==> config.mk <==
export PLATFORM = sky130hd
export DESIGN_NAME = wc_range_ctrl
export DESIGN_NICKNAME = d
export VERILOG_FILES = /design/src/rtl/wcc_pkg.sv /design/src/rtl/wcc_range_file.sv /design/src/rtl/wcc_merge_buf.sv /design/src/rtl/wc_range_ctrl.sv
export SDC_FILE = /design/constraint.sdc
export NUM_CORES = 1
export LEC_CHECK = 0
export BUFFER_PORTS_ARGS = -buffer_cell sky130_fd_sc_hd__buf_2
export CORE_AREA = 4 4 281 283
export DETAILED_ROUTE_END_ITERATION = 6
export DIE_AREA = 0 0 285 287
export GPL_TIMING_DRIVEN = 0
export PLACE_DENSITY = 0.48
export SKIP_CTS_REPAIR_TIMING = 1
export SYNTH_ARGS = -nofsm -noshare
export SYNTH_HDL_FRONTEND = slang
export SYNTH_SLANG_ARGS = --single-unit
==> constraint.sdc <==
create_clock -name clk -period 5.9 [get_ports clk]
set_input_delay 0.59 -clock clk [delete_from_list [all_inputs] [get_ports clk]]
set_output_delay 0.59 -clock clk [all_outputs]
set_load 0.005 [all_outputs]
==> src/rtl/wcc_pkg.sv <==
package wcc_pkg;

   typedef enum logic [1:0] {
      MT_ORD = 2'd0,
      MT_WC  = 2'd1,
      MT_UC  = 2'd2
   } wcc_mtype_e;

   typedef enum logic {
      ST_IDLE  = 1'b0,
      ST_FLUSH = 1'b1
   } wcc_state_e;

endpackage

==> src/rtl/wcc_range_file.sv <==
module wcc_range_file
   import wcc_pkg::*;
#(
   parameter int ADDR_W     = 32,
   parameter int PAGE_BITS  = 12,
   parameter int NUM_RANGES = 2,
   localparam int SEL_W     = $clog2(NUM_RANGES),
   localparam int PG_W      = ADDR_W - PAGE_BITS
) (
   input  logic             clk,
   input  logic             rst_n,
   input  logic             cfg_we,
   input  logic [SEL_W-1:0] cfg_sel,
   input  logic [PG_W-1:0]  cfg_base_pg,
   input  logic [PG_W-1:0]  cfg_mask_pg,
   input  logic             cfg_uc,
   input  logic             cfg_en,
   input  logic [PG_W-1:0]  look_pg,
   output wcc_mtype_e       look_type
);

   logic [NUM_RANGES-1:0] hit_uc;
   logic [NUM_RANGES-1:0] hit_wc;

   for (genvar i = 0; i < NUM_RANGES; i++) begin : g_win
      logic [PG_W-1:0] base_q;
      logic [PG_W-1:0] mask_q;
      logic            uc_q;
      logic            en_q;
      logic            hit;

      always_ff @(posedge clk or negedge rst_n) begin
         if (!rst_n) begin
            base_q <= '0;
            mask_q <= '0;
            uc_q   <= 1'b0;
            en_q   <= 1'b0;
         end else if (cfg_we && cfg_sel == SEL_W'(i)) begin
            base_q <= cfg_base_pg;
            mask_q <= cfg_mask_pg;
            uc_q   <= cfg_uc;
            en_q   <= cfg_en;
         end
      end

      assign hit       = en_q && (((look_pg ^ base_q) & mask_q) == '0);
      assign hit_uc[i] = hit && uc_q;
      assign hit_wc[i] = hit && !uc_q;
   end

   always_comb begin
      if (|hit_uc)      look_type = MT_UC;
      else if (|hit_wc) look_type = MT_WC;
      else              look_type = MT_ORD;
   end

endmodule

==> src/rtl/wcc_merge_buf.sv <==
module wcc_merge_buf #(
   parameter int LINE_BYTES  = 32,
   parameter int WORD_BYTES  = 4,
   parameter int LTAG_W      = 27,
   localparam int WORDS      = LINE_BYTES / WORD_BYTES,
   localparam int WI_W       = $clog2(WORDS),
   localparam int LINE_W     = LINE_BYTES * 8
) (
   input  logic                    clk,
   input  logic                    rst_n,
   input  logic                    wr_en,
   input  logic [LTAG_W-1:0]       wr_tag,
   input  logic [WI_W-1:0]         wr_word,
   input  logic [WORD_BYTES*8-1:0] wr_data,
   input  logic [WORD_BYTES-1:0]   wr_be,
   input  logic                    clr,
   output logic [LINE_W-1:0]       buf_data,
   output logic [LINE_BYTES-1:0]   buf_valid,
   output logic [LTAG_W-1:0]       buf_tag,
   output logic                    nonempty,
   output logic                    same_line,
   output logic                    fills
);

   logic [LINE_BYTES-1:0] hitv;

   for (genvar b = 0; b < LINE_BYTES; b++) begin : g_byte
      localparam int W = b / WORD_BYTES;
      localparam int K = b % WORD_BYTES;
      logic       v_q;
      logic [7:0] d_q;

      assign hitv[b] = wr_en && (wr_word == WI_W'(W)) && wr_be[K];

      always_ff @(posedge clk or negedge rst_n) begin
         if (!rst_n)       v_q <= 1'b0;
         else if (clr)     v_q <= 1'b0;
         else if (hitv[b]) v_q <= 1'b1;
      end

      always_ff @(posedge clk) begin
         if (hitv[b]) d_q <= wr_data[K*8 +: 8];
      end

      assign buf_valid[b]       = v_q;
      assign buf_data[b*8 +: 8] = d_q;
   end

   always_ff @(posedge clk or negedge rst_n) begin
      if (!rst_n)     buf_tag <= '0;
      else if (wr_en) buf_tag <= wr_tag;
   end

   assign nonempty  = |buf_valid;
   assign same_line = (buf_tag == wr_tag);
   assign fills     = &(buf_valid | hitv);

endmodule

==> src/rtl/wc_range_ctrl.sv <==
module wc_range_ctrl
   import wcc_pkg::*;
#(
   parameter int ADDR_W     = 32,
   parameter int DATA_W     = 32,
   parameter int LINE_BYTES = 32,
   parameter int PAGE_BITS  = 12,
   parameter int NUM_RANGES = 2
) (
   input  logic                          clk,
   input  logic                          rst_n,
   input  logic                          cfg_we,
   input  logic [$clog2(NUM_RANGES)-1:0] cfg_sel,
   input  logic [ADDR_W-1:PAGE_BITS]     cfg_base_pg,
   input  logic [ADDR_W-1:PAGE_BITS]     cfg_mask_pg,
   input  logic                          cfg_uc,
   input  logic                          cfg_en,
   input  logic [1:0]                    order_mode,
   input  logic                          flush_req,
   input  logic                          req_valid,
   input  logic                          req_write,
   input  logic [ADDR_W-1:0]             req_addr,
   input  logic [DATA_W-1:0]             req_wdata,
   input  logic [DATA_W/8-1:0]           req_be,
   output logic                          req_ready,
   output logic [DATA_W-1:0]             rsp_rdata,
   output logic                          bus_valid,
   output logic                          bus_write,
   output logic                          bus_burst,
   output logic [ADDR_W-1:0]             bus_addr,
   output logic [LINE_BYTES*8-1:0]       bus_wdata,
   output logic [LINE_BYTES-1:0]         bus_be,
   input  logic                          bus_ready,
   input  logic [LINE_BYTES*8-1:0]       bus_rdata
);

   localparam int WORD_BYTES = DATA_W / 8;
   localparam int WORDS      = LINE_BYTES / WORD_BYTES;
   localparam int OFF_W      = $clog2(LINE_BYTES);
   localparam int WB_W       = $clog2(WORD_BYTES);
   localparam int WI_W       = OFF_W - WB_W;
   localparam int LTAG_W     = ADDR_W - OFF_W;
   localparam int LINE_W     = LINE_BYTES * 8;

   // elaboration-time parameter checks
   if (DATA_W % 8 != 0 || WORD_BYTES < 2) begin : g_bad_data
      $error("DATA_W must be a multiple of 8 and at least 16");
   end
   if ((1 << OFF_W) != LINE_BYTES || WORDS < 2) begin : g_bad_line
      $error("LINE_BYTES must be a power of two holding two or more words");
   end
   if (PAGE_BITS < OFF_W || PAGE_BITS >= ADDR_W) begin : g_bad_page
      $error("PAGE_BITS must lie between the line offset and ADDR_W");
   end
   if (NUM_RANGES < 2) begin : g_bad_rng
      $error("NUM_RANGES must be at least 2");
   end

   wcc_state_e           state_q;
   wcc_mtype_e           cls;
   logic [WI_W-1:0]      word_idx;
   logic [LINE_W-1:0]    buf_data;
   logic [LINE_BYTES-1:0] buf_valid;
   logic [LTAG_W-1:0]    buf_tag;
   logic                 nonempty, same_line, fills;
   logic                 merge_en, go_flush, single, must_wait, clr;
   logic [LINE_BYTES-1:0] lane_be;

   assign word_idx = req_addr[OFF_W-1:WB_W];

   wcc_range_file #(
      .ADDR_W    (ADDR_W),
      .PAGE_BITS (PAGE_BITS),
      .NUM_RANGES(NUM_RANGES)
   ) u_ranges (
      .clk        (clk),
      .rst_n      (rst_n),
      .cfg_we     (cfg_we),
      .cfg_sel    (cfg_sel),
      .cfg_base_pg(cfg_base_pg),
      .cfg_mask_pg(cfg_mask_pg),
      .cfg_uc     (cfg_uc),
      .cfg_en     (cfg_en),
      .look_pg    (req_addr[ADDR_W-1:PAGE_BITS]),
      .look_type  (cls)
   );

   wcc_merge_buf #(
      .LINE_BYTES(LINE_BYTES),
      .WORD_BYTES(WORD_BYTES),
      .LTAG_W    (LTAG_W)
   ) u_mbuf (
      .clk      (clk),
      .rst_n    (rst_n),
      .wr_en    (merge_en),
      .wr_tag   (req_addr[ADDR_W-1:OFF_W]),
      .wr_word  (word_idx),
      .wr_data  (req_wdata),
      .wr_be    (req_be),
      .clr      (clr),
      .buf_data (buf_data),
      .buf_valid(buf_valid),
      .buf_tag  (buf_tag),
      .nonempty (nonempty),
      .same_line(same_line),
      .fills    (fills)
   );

   // ordering gate: bit 1 lifts all ordering, bit 0 lets UC/WC cycles pass
   assign must_wait = nonempty && !order_mode[1] &&
                      (!order_mode[0] || cls == MT_ORD);

   always_comb begin
      merge_en = 1'b0;
      go_flush = 1'b0;
      single   = 1'b0;
      if (state_q == ST_IDLE) begin
         if (flush_req && nonempty) begin
            go_flush = 1'b1;
         end else if (req_valid) begin
            if (req_write && cls == MT_WC) begin
               if (!nonempty || same_line) merge_en = 1'b1;
               else                        go_flush = 1'b1;
            end else if (must_wait) begin
               go_flush = 1'b1;
            end else begin
               single = 1'b1;
            end
         end
      end
   end

   assign clr = (state_q == ST_FLUSH) && bus_ready;

   always_ff @(posedge clk or negedge rst_n) begin
      if (!rst_n) begin
         state_q <= ST_IDLE;
      end else begin
         case (state_q)
            ST_IDLE:  if (go_flush || (merge_en && fills)) state_q <= ST_FLUSH;
            ST_FLUSH: if (bus_ready)                       state_q <= ST_IDLE;
            default:                                       state_q <= ST_IDLE;
         endcase
      end
   end

   for (genvar w = 0; w < WORDS; w++) begin : g_lane
      assign lane_be[w*WORD_BYTES +: WORD_BYTES] =
         (word_idx == WI_W'(w)) ? req_be : '0;
   end

   always_comb begin
      rsp_rdata = '0;
      for (int w = 0; w < WORDS; w++) begin
         if (word_idx == WI_W'(w)) rsp_rdata = bus_rdata[w*DATA_W +: DATA_W];
      end
   end

   assign bus_burst = (state_q == ST_FLUSH);
   assign bus_valid = bus_burst || single;
   assign bus_write = bus_burst ? 1'b1 : req_write;
   assign bus_addr  = bus_burst ? {buf_tag, {OFF_W{1'b0}}} : req_addr;
   assign bus_wdata = bus_burst ? buf_data : {WORDS{req_wdata}};
   assign bus_be    = bus_burst ? buf_valid : lane_be;
   assign req_ready = merge_en || (single && bus_ready);

endmodule

==> results of run 1 <==
report_power, final:
part / internal (mW) / switching, mW / leakage [nW]
logic: 1.09 / 1.91 / 6.93
registers: 3.10 / 0.0712 / 4.12
clock network: 1.57 / 1.19 / 0.713
total: 5.76 / 3.18 / 11.8
logic make-up (layout without fill, tap and decap cells):
| kind of cell | Yosys count | count (layout) |
|---|---|---|
| simple gates | 904 | 904 |
| flops | 400 | 400 |
| compound gates | 219 | 219 |
| mux | 181 | 181 |
| buf+inv | 148 | 963 |
| xor+xnor | 67 | 67 |
| other cells | 0 | 15 |
synth_stat cells (2+ instances only):
| library cell | count | area share |
|---|---|---|
| nand2_1 | 635 | 0.12 |
| edfxtp_1 | 256 | 0.39 |
| dfrtp_1 | 144 | 0.18 |
| mux2_2 | 132 | 0.075 |
| clkbuf_1 | 117 | 0.022 |
| nor2_1 | 111 | 0.021 |
| o21ai_0 | 53 | 0.013 |
| xor2_1 | 51 | 0.023 |
| a22o_1 | 41 | 0.018 |
| mux2i_1 | 39 | 0.020 |
| nand2b_1 | 39 | 0.012 |
| a21oi_1 | 36 | 0.0091 |
| nor3_1 | 28 | 0.0071 |
| and3_1 | 26 | 0.0082 |
| a31oi_1 | 25 | 0.0079 |
| buf_1 | 25 | 0.0047 |
| o221ai_1 | 24 | 0.011 |
| a22oi_1 | 16 | 0.0061 |
| nor4_1 | 16 | 0.0051 |
| xnor2_1 | 16 | 0.0071 |
| nor2b_1 | 15 | 0.0047 |
| nand4_1 | 11 | 0.0035 |
| mux2_4 | 8 | 0.0061 |
| a221o_1 | 6 | 0.0030 |
| and2_1 | 5 | 0.0016 |
| nand3_1 | 5 | 0.0013 |
| o31ai_1 | 4 | 0.0015 |
| buf_2 | 3 | 0.00076 |
| or2_2 | 3 | 0.00095 |
| or3_1 | 3 | 0.00095 |
| a211oi_1 | 2 | 0.00076 |
| a222oi_1 | 2 | 0.0010 |
| a41oi_1 | 2 | 0.00089 |
| buf_6 | 2 | 0.0011 |
| mux4_2 | 2 | 0.0023 |
cells in the final DEF, fill, tap and decap left out, types with 41 or more instances in the layout:
| cell | Yosys | final |
|---|---|---|
| nand2_1 | 635 | 635 |
| xor2_1 | 51 | 51 |
| nor2_1 | 111 | 109 |
| buf_2 | 3 | 731 |
| clkbuf_1 | 117 | 126 |
| dfrtp_1 | 144 | 144 |
| edfxtp_1 | 256 | 256 |
| mux2_2 | 132 | 132 |
| a22o_1 | 41 | 41 |
| o21ai_0 | 53 | 53 |
| clkbuf_16 | 0 | 48 |
layout make-up:
cell class | instances | area [µm²]
inverters | 1 | 3.75
well taps | 1040 | 1300
clock inverters | 26 | 204
fillers | 8093 | 50400
repair buffers | 730 | 3680
flip-flops and latches | 400 | 11300
diodes | 15 | 37.5
multi-input cells | 1371 | 7900
plain buffers | 147 | 571
clock buffers | 59 | 1260
through the flow:
| stage | cells | hold slack (ns) | power (mW) | setup WS (ns) | utilization |
|---|---|---|---|---|---|
| finish | 3789 | 0.0129 | 8.94 | 0.699 | 0.342 |
| global route | 3781 | 0.0271 | 9.41 | 0.685 | 0.342 |
| CTS | 3774 | -0.0126 | 9.06 | 0.803 | 0.342 |
| detailed placement | 3689 | 0.494 | 6.27 | 0.477 | 0.323 |
| global placement | 3688 | 0.488 | 6.25 | 0.501 | 0.322 |
| floorplan | 1919 | 0.294 | 4.54 | 2.72 | - |
worst max-delay path by stage:
stage                                        endpoint  slack [ns]
floorplan           u_mbuf.g_byte[9].d_q[0]$_DFFE_PP_        2.72
global placement                  bus_burst$_DFF_PN0_        0.50
detailed placement                bus_burst$_DFF_PN0_        0.48
CTS                               bus_burst$_DFF_PN0_        0.80
global route                      bus_burst$_DFF_PN0_        0.68
finish                            bus_burst$_DFF_PN0_        0.70
registers in the layout (all words and copies together), names as in the netlist:
register	cells
u_mbuf.g_byte.d_q	256
u_ranges.g_win.en_q	2
u_ranges.g_win.base_q	40
bus_burst	1
u_mbuf.g_byte.v_q	32
u_ranges.g_win.mask_q	40
u_mbuf.buf_tag	27
u_ranges.g_win.uc_q	2
layer usage:
metal / share of wire / GRT usage
met2: 0.46 / 0.378
met4: 0.026 / 0.0628
met3: 0.096 / 0.0791
met1: 0.42 / 0.305
met5: 0.0013 / 0
worst reg2reg max path, cell delays in order, from the launching register on:
cell      delay (ns)
dfrtp_1         0.39
xnor2_1         0.47
nand4_1         0.16
nor4_1          0.68
a41oi_1         0.38
a211oi_2        0.56
nand3_1         0.45
nor2_1          1.19
o211ai_1        0.35
o31ai_1         0.44
==> impl_metrics.toml, run 1 <==
[die]
dieArea_um2 = 81800
die-height_um = 287
rows = 102
die_w_um = 285
ios = 732
core-area_um2 = 76700
start_util = 0.258

[cells_and_area]
drive_gt1_frac = 0.349
areaGrowthSynthToFinish_pct = 32.9
nNetsFinal = 3074
final_area_um2 = 26300

[run_status]
outcome = "completed"

[synth]
synth.ff_latch_count = 400
synth_top_family_by_area = "simple AND/OR/NAND/NOR gates"
synth_compound_area_frac = 0.0762
syn_avg_cell_area_um2 = 10.3
synth_warnings = 0
synth_nets = 2295
synth_edf_count = 256
syn_area_um2 = 19800
synth-xor-area-share = 0.0297
synthSimpleGateAreaFrac = 0.190
syn_inst = 1919
ys_async_sr_fraction = 0.360
yosys.cell_types.count = 51
seq_area_frac_synth = 0.571
synth_top_flop_cell = "edfxtp_1"
synth_fa_ha_area_frac = 0
synthMuxAreaShare = 0.103

[global_route]
grt_overflow = 0
antenna_found_initial = 32
grt_usage = 0.235
grt_pass1_wl_um = 139000
grt_pass1_vias = 18857
grt_max_degree = 83

[timing]
period_share = 0.882
hold_viol = 0
slew_headroom = 0.0575
rsz0062_at_grt = "no"
skew_ns = 0.0367
finalSetupTns_ns = 0
tightest_slew_ns = 1.41
fmax_mhz = 192
fin_crit_ns = 5.20
setup_viol = 0
slew_violations = 0

[critical_path]
end_kind = "flop"
r2r_slack_ns = 0.70
cp-start-kind = "flop"
worstPathRequired_ns = 6.33
timing.critical_path.buf_inv = 0
crit_chain = "xnor2_1, nand4_1, nor4_1, a41oi_1, a211oi_2, nand3_1, nor2_1, o211ai_1, o31ai_1"
r2r_start = "u_mbuf.buf_tag[4]$_DFFE_PN0N_"
crit_arrival_ns = 5.63
r2r_end = "bus_burst$_DFF_PN0_"
critPathSlowestCell = "nor2_1"
crit_cells = 9
cp_max_fo = 10
worstSetupPathType = "flop to flop"
critical-path-max-stage-delay_ns = 1.18
crit_family = "simple AND/OR/NAND/NOR gates"
startpoint = "u_mbuf.buf_tag[4]$_DFFE_PN0N_"
reg2reg_depth = 9

[drt]
dr.first_iter.drc_count = 1530
vias = 18317
drc = 0
ant_nets = 0
first_pass_iters = 5
vias_per_cell = 4.83
wirelength_um = 100000
wire_per_inst_um = 26.5

[placement]
dpl.hpwl_um = 81400
io_buffers = 729
place_area_um2 = 24700
place.gp.congestion = 0.963

[clock_network]
cts_max_level = 2
clk_latency_ns = 0.59
cts_buffer_depth = 3
root_buffer = "clkbuf_16"
cts_tree = "built"
path_clk_slew_ns = 0.06
numCtsBuffers = 47
clock_sinks = 400

[power]
powerDensity_nw_per_um2 = 341
p_leak_nw = 11.8
ir_worst_vdd_v = 0.000195

[min_path]
hold_path.class = "input port to async pin"

[job]
maxCapViolCount = 0
Note: power is estimated with default switching activity, not from simulation.
==> run 2: changes to the inputs <==
--- a/config.mk
+++ b/config.mk
@@ -10,6 +10,7 @@
 export DETAILED_ROUTE_END_ITERATION = 6
 export DIE_AREA = 0 0 285 287
 export GPL_TIMING_DRIVEN = 0
+export HOLD_SLACK_MARGIN = 0.15
 export PLACE_DENSITY = 0.48
 export SKIP_CTS_REPAIR_TIMING = 1
 export SYNTH_ARGS = -nofsm -noshare
==> run 2 against run 1 <==
Against the previous run: wire length about the same; total power is essentially flat; register-to-register slack is essentially flat; global-route usage unchanged; clock-buffer cell count did not move; combinational power barely moved; worst hold slack better by 0.24 ns; via count about the same; final cell count about the same; critical path depth unchanged; setup slack improved by 0.010 ns; clock power about the same; critical endpoint unchanged.
==> impl_metrics.toml, run 2 (synthesis results as in run 1) <==
[critical_path]
critPathSlowestCell = "nor2_1"
end_kind = "flop"
worstSetupPathType = "flop to flop"
cp_max_fo = 10
critical-path-max-stage-delay_ns = 1.19
crit_family = "simple AND/OR/NAND/NOR gates"
crit_arrival_ns = 5.62
timing.critical_path.buf_inv = 0
crit_chain = "xnor2_1, nand4_1, nor4_1, a41oi_1, a211oi_2, nand3_1, nor2_1, o211ai_1, o31ai_1"
cp-start-kind = "flop"
worstPathRequired_ns = 6.33

[min_path]
hold_path.class = "input port to flop"

[clock_network]
path_clk_slew_ns = 0.06
numCtsBuffers = 47
clock_sinks = 400
cts_buffer_depth = 3
cts_max_level = 2
root_buffer = "clkbuf_16"
cts_tree = "built"
clk_latency_ns = 0.59

[timing]
slew_headroom = 0.0510
finalSetupTns_ns = 0
hold_viol = 0
period_share = 0.880
setup_viol = 0
skew_ns = 0.0373
hold_ws_ns = 0.256
finalWorstSetupSlack_ns = 0.709
tightest_slew_ns = 1.42
rsz0062_at_grt = "no"
slew_violations = 0
fmax_mhz = 193
fin_crit_ns = 5.19

[global_route]
grt_usage = 0.235
grt_overflow = 0
grt_pass1_vias = 18857
grt_max_degree = 83
antenna_found_initial = 32
grt_pass1_wl_um = 139000

[placement]
io_buffers = 729
place_ws_ns = 0.477
place.gp.congestion = 0.963
dpl.hpwl_um = 81400

[die]
die_w_um = 285
die-height_um = 287
dieArea_um2 = 81800
core-area_um2 = 76700
ios = 732
start_util = 0.258
rows = 102

[drt]
vias_per_cell = 4.84
wire_per_inst_um = 26.5
wirelength_um = 100000
vias = 18335
dr.first_iter.drc_count = 1507
drc = 0
first_pass_iters = 5
ant_nets = 0

[cells_and_area]
nNetsFinal = 3075
areaGrowthSynthToFinish_pct = 32.9
largest_reg_flops = 256
drive_gt1_frac = 0.349
nFillCells = 8094
regMostFlops = "u_mbuf.g_byte.d_q"
most-common-layout-cells = "buf_2 (731), nand2_1 (635), edfxtp_1 (256), dfrtp_1 (144), mux2_2 (132)"
final_common_cell = "buf_2"
reg_top3 = "u_mbuf.g_byte.d_q: 256 flops, u_ranges.g_win.base_q: 40 flops, u_ranges.g_win.mask_q: 40 flops"

[power]
power_mw = 8.94
ir_worst_vdd_v = 0.000195
powerDensity_nw_per_um2 = 340
p_leak_nw = 11.8

[run_status]
outcome = "completed"

[job]
maxCapViolCount = 0
run 2: changes by cell type in the layout (fill, tap and decap cells not counted):
cell,delta
dlygate4sd3_1,+1
run 2: power by group:
part	internal, mW	switching, mW
clock network	1.57	1.19
registers	3.10	0.0710
logic	1.09	1.91
total	5.76	3.17
run 2: path summary, 6_finish.rpt:
kind	start	endpoint	slack, ns	cells past startpoint
setup / recovery	u_mbuf.buf_tag[4]$_DFFE_PN0N_	bus_burst$_DFF_PN0_	0.71	9
hold / removal	cfg_base_pg[14]	u_ranges.g_win[1].base_q[2]$_DFFE_PN0P_	0.26	2
setup reg to reg	u_mbuf.buf_tag[4]$_DFFE_PN0N_	bus_burst$_DFF_PN0_	0.71	9
hold reg to reg	u_ranges.g_win[1].mask_q[4]$_DFFE_PN0P_	u_ranges.g_win[1].mask_q[4]$_DFFE_PN0P_	0.51	1
max in group asynchronous	rst_n	u_mbuf.g_byte[14].v_q$_DFFE_PN0P_	4.45	3
min in group asynchronous	rst_n	u_mbuf.buf_tag[12]$_DFFE_PN0N_	0.57	2
run 2: layout make-up:
type                            count  area [µm²]  share of cell area
Tap cell                         1040        1300              0.0495
Sequential cell                   400       11300               0.430
Timing Repair Buffer              731        3690               0.141
Inverter                            1        3.75            0.000143
Clock buffer                       59        1260              0.0481
Clock inverter                     26         204             0.00776
Buffer                            147         571              0.0217
Antenna cell                       15        37.5             0.00143
Multi-Input combinational cell   1371        7900               0.301
run 2: per-stage QoR:
stage               cells  cell area, µm²   util
global placement     3688           24700  0.322
detailed placement   3689           24700  0.323
CTS                  3774           26200  0.342
finish               3790           26300  0.342
floorplan            1919           19800      -
global route         3782           26200  0.342
run 2: worst reg2reg max path, stage by stage, from the launching register on:
cell	delay, ns
dfrtp_1	0.39
xnor2_1	0.47
nand4_1	0.16
nor4_1	0.68
a41oi_1	0.38
a211oi_2	0.55
nand3_1	0.44
nor2_1	1.19
o211ai_1	0.36
o31ai_1	0.44
run 2: layer usage:
layer / wire (µm) / track usage / vias to the layer above / part of all wire
met1: 41900 / 0.305 / 9015 / 0.42
li1: - / - / 8240 / -
met5: 137 / 0 / - / 0.0014
met2: 45700 / 0.378 / 909 / 0.46
met4: 2630 / 0.0628 / 22 / 0.026
met3: 9880 / 0.0791 / 149 / 0.099
==> run 3: changes to the inputs <==
==> constraint.sdc (replaced) <==
create_clock -name clk -period 5.9 [get_ports clk]
set_input_delay 1.18 -clock clk [delete_from_list [all_inputs] [get_ports clk]]
set_output_delay 1.18 -clock clk [all_outputs]
set_load 0.005 [all_outputs]
==> run 3 against run 2 <==
Against the previous run: final area barely moved; die area unchanged; maximum frequency is 8.8% lower; first-iteration DRC count shrank 0.60%; worst hold slack better by 0.25 ns; largest cell class unchanged; highest routed layer unchanged.
==> impl_metrics.toml, run 3 (synthesis results as in run 1) <==
[run_status]
outcome = "completed"

[timing]
skew_ns = 0.0411
rsz0062_at_grt = "no"
setup_viol = 0
period_share = 0.965
hold_ws_ns = 0.505
fin_crit_ns = 5.69
fmax_mhz = 176
tightest_slew_ns = 1.38
slew_headroom = 0.0798
hold_viol = 0
finalWorstSetupSlack_ns = 0.206
slew_violations = 0

[power]
clock_power_share = 0.310
p_leak_nw = 11.8
powerDensity_nw_per_um2 = 341
ir_worst_vdd_v = 0.000196
seqPwrFrac = 0.354
p_sw_mw = 3.19
power_mw = 8.95
p_sw_frac = 0.356
combPwrFrac = 0.336
p_int_mw = 5.76

[min_path]
hp-start = "u_ranges.g_win[1].mask_q[14]$_DFFE_PN0P_"
hold_path.class = "flop to flop"
holdPathEnd = "u_ranges.g_win[1].mask_q[14]$_DFFE_PN0P_"
whs_path_depth = 1

[clock_network]
cts_buffer_depth = 3
cts_max_level = 2
cts_tree = "built"
clk_latency_ns = 0.59
root_buffer = "clkbuf_16"
path_clk_slew_ns = 0.05
numCtsBuffers = 47
clock_sinks = 400

[die]
core-area_um2 = 76700
dieArea_um2 = 81800
ios = 732
die_w_um = 285
rows = 102
die-height_um = 287
start_util = 0.258

[cells_and_area]
reg_top3 = "u_mbuf.g_byte.d_q: 256 flops, u_ranges.g_win.base_q: 40 flops, u_ranges.g_win.mask_q: 40 flops"
nNetsFinal = 3073
largest_reg_flops = 256
final_common_cell = "buf_2"
final_area_um2 = 26300
areaGrowthSynthToFinish_pct = 32.9
regMostFlops = "u_mbuf.g_byte.d_q"
drive_gt1_frac = 0.349
nFillCells = 8094
most-common-layout-cells = "buf_2 (731), nand2_1 (635), edfxtp_1 (256), dfrtp_1 (144), mux2_2 (132)"

[critical_path]
end_kind = "output pin"
cp-start-kind = "input port"
cp_common_cell = "clkbuf_1"
critical-path-max-stage-delay_ns = 0.78
critPathSlowestCell = "buf_1"
worstSetupPathType = "input port to output pin"
reg2reg_depth = 9
worstPathRequired_ns = 4.72
r2r_end = "bus_burst$_DFF_PN0_"
crit_chain = "clkbuf_1, clkbuf_1, buf_1, mux2i_1, nand2_1, o31ai_1, a211oi_1, buf_2"
crit_arrival_ns = 4.51
r2r_slack_ns = 0.73
cp_max_fo = 10
r2r_start = "u_mbuf.buf_tag[4]$_DFFE_PN0N_"

[drt]
dr.first_iter.drc_count = 1498
vias_per_cell = 4.83
wire_per_inst_um = 26.4
ant_nets = 0
vias = 18318
wirelength_um = 100000
first_pass_iters = 6
drc = 0

[global_route]
grt_max_degree = 83
antenna_found_initial = 32
grt_usage = 0.235
grt_pass1_wl_um = 139000
grt_pass1_vias = 18857
grt_overflow = 0

[placement]
io_buffers = 729
place.gp.congestion = 0.963
place_ws_ns = -0.113
dpl.hpwl_um = 81400
place_area_um2 = 24700

[job]
maxCapViolCount = 0
[run 3: cell types whose count changed in the layout (fill, tap and decap cells not counted), sizes merged]
cell           change
clkdlybuf4s15      +1
dlygate4sd3        -1
diode              +2
clkbuf             -1
buf                -1
[run 3: area by class of cell]
cell class	count	area, µm²	share of cell area
Sequential cell	400	11300	0.430
Multi-Input combinational cell	1371	7900	0.301
Timing Repair Buffer	730	3680	0.140
Tap cell	1040	1300	0.0495
Clock buffer	59	1260	0.0481
Buffer	146	573	0.0218
Clock inverter	26	204	0.00777
Antenna cell	17	42.5	0.00162
Inverter	1	3.75	0.000143
[run 3: worst max-delay path: cells and delay by family]
| family | cells | cell delay [ns] |
|---|---|---|
| mux | 1 | 0.26 |
| buf+inv | 4 | 2.13 |
| compound gates | 2 | 0.79 |
| simple gates | 1 | 0.13 |
[run 3: routing by layer]
metal  global-route usage  share of wire
met2                0.378           0.46
met5                    0         0.0014
met1                0.305           0.42
met4               0.0628          0.026
met3               0.0791          0.097
[run 3: power by group through the flow]
stage / clock (mW) / sequential, mW / combinational [mW]
2_1_floorplan: 0 / 3.21 / 1.33
3_3_place_gp: 0 / 3.22 / 3.03
3_5_place_dp: 0 / 3.22 / 3.05
4_1_cts: 2.84 / 3.17 / 3.06
5_1_grt: 2.94 / 3.18 / 3.29
6_report: 2.77 / 3.17 / 3.01
[run 3: worst max path at each step]
stage,startpoint,end,cells after the start
floorplan,req_addr[28],req_ready,7
global placement,req_addr[9],bus_burst$_DFF_PN0_,10
detailed placement,req_addr[9],bus_burst$_DFF_PN0_,10
CTS,req_addr[4],rsp_rdata[7],8
global route,req_addr[2],rsp_rdata[16],8
finish,req_addr[3],rsp_rdata[7],8
[run 3: metrics by stage]
step | instances | utilization | setup TNS (ns)
finish | 3790 | 0.342 | 0
global route | 3780 | 0.342 | 0
CTS | 3774 | 0.342 | 0
detailed placement | 3689 | 0.323 | -0.113
global placement | 3688 | 0.322 | -0.0889
floorplan | 1919 | - | 0
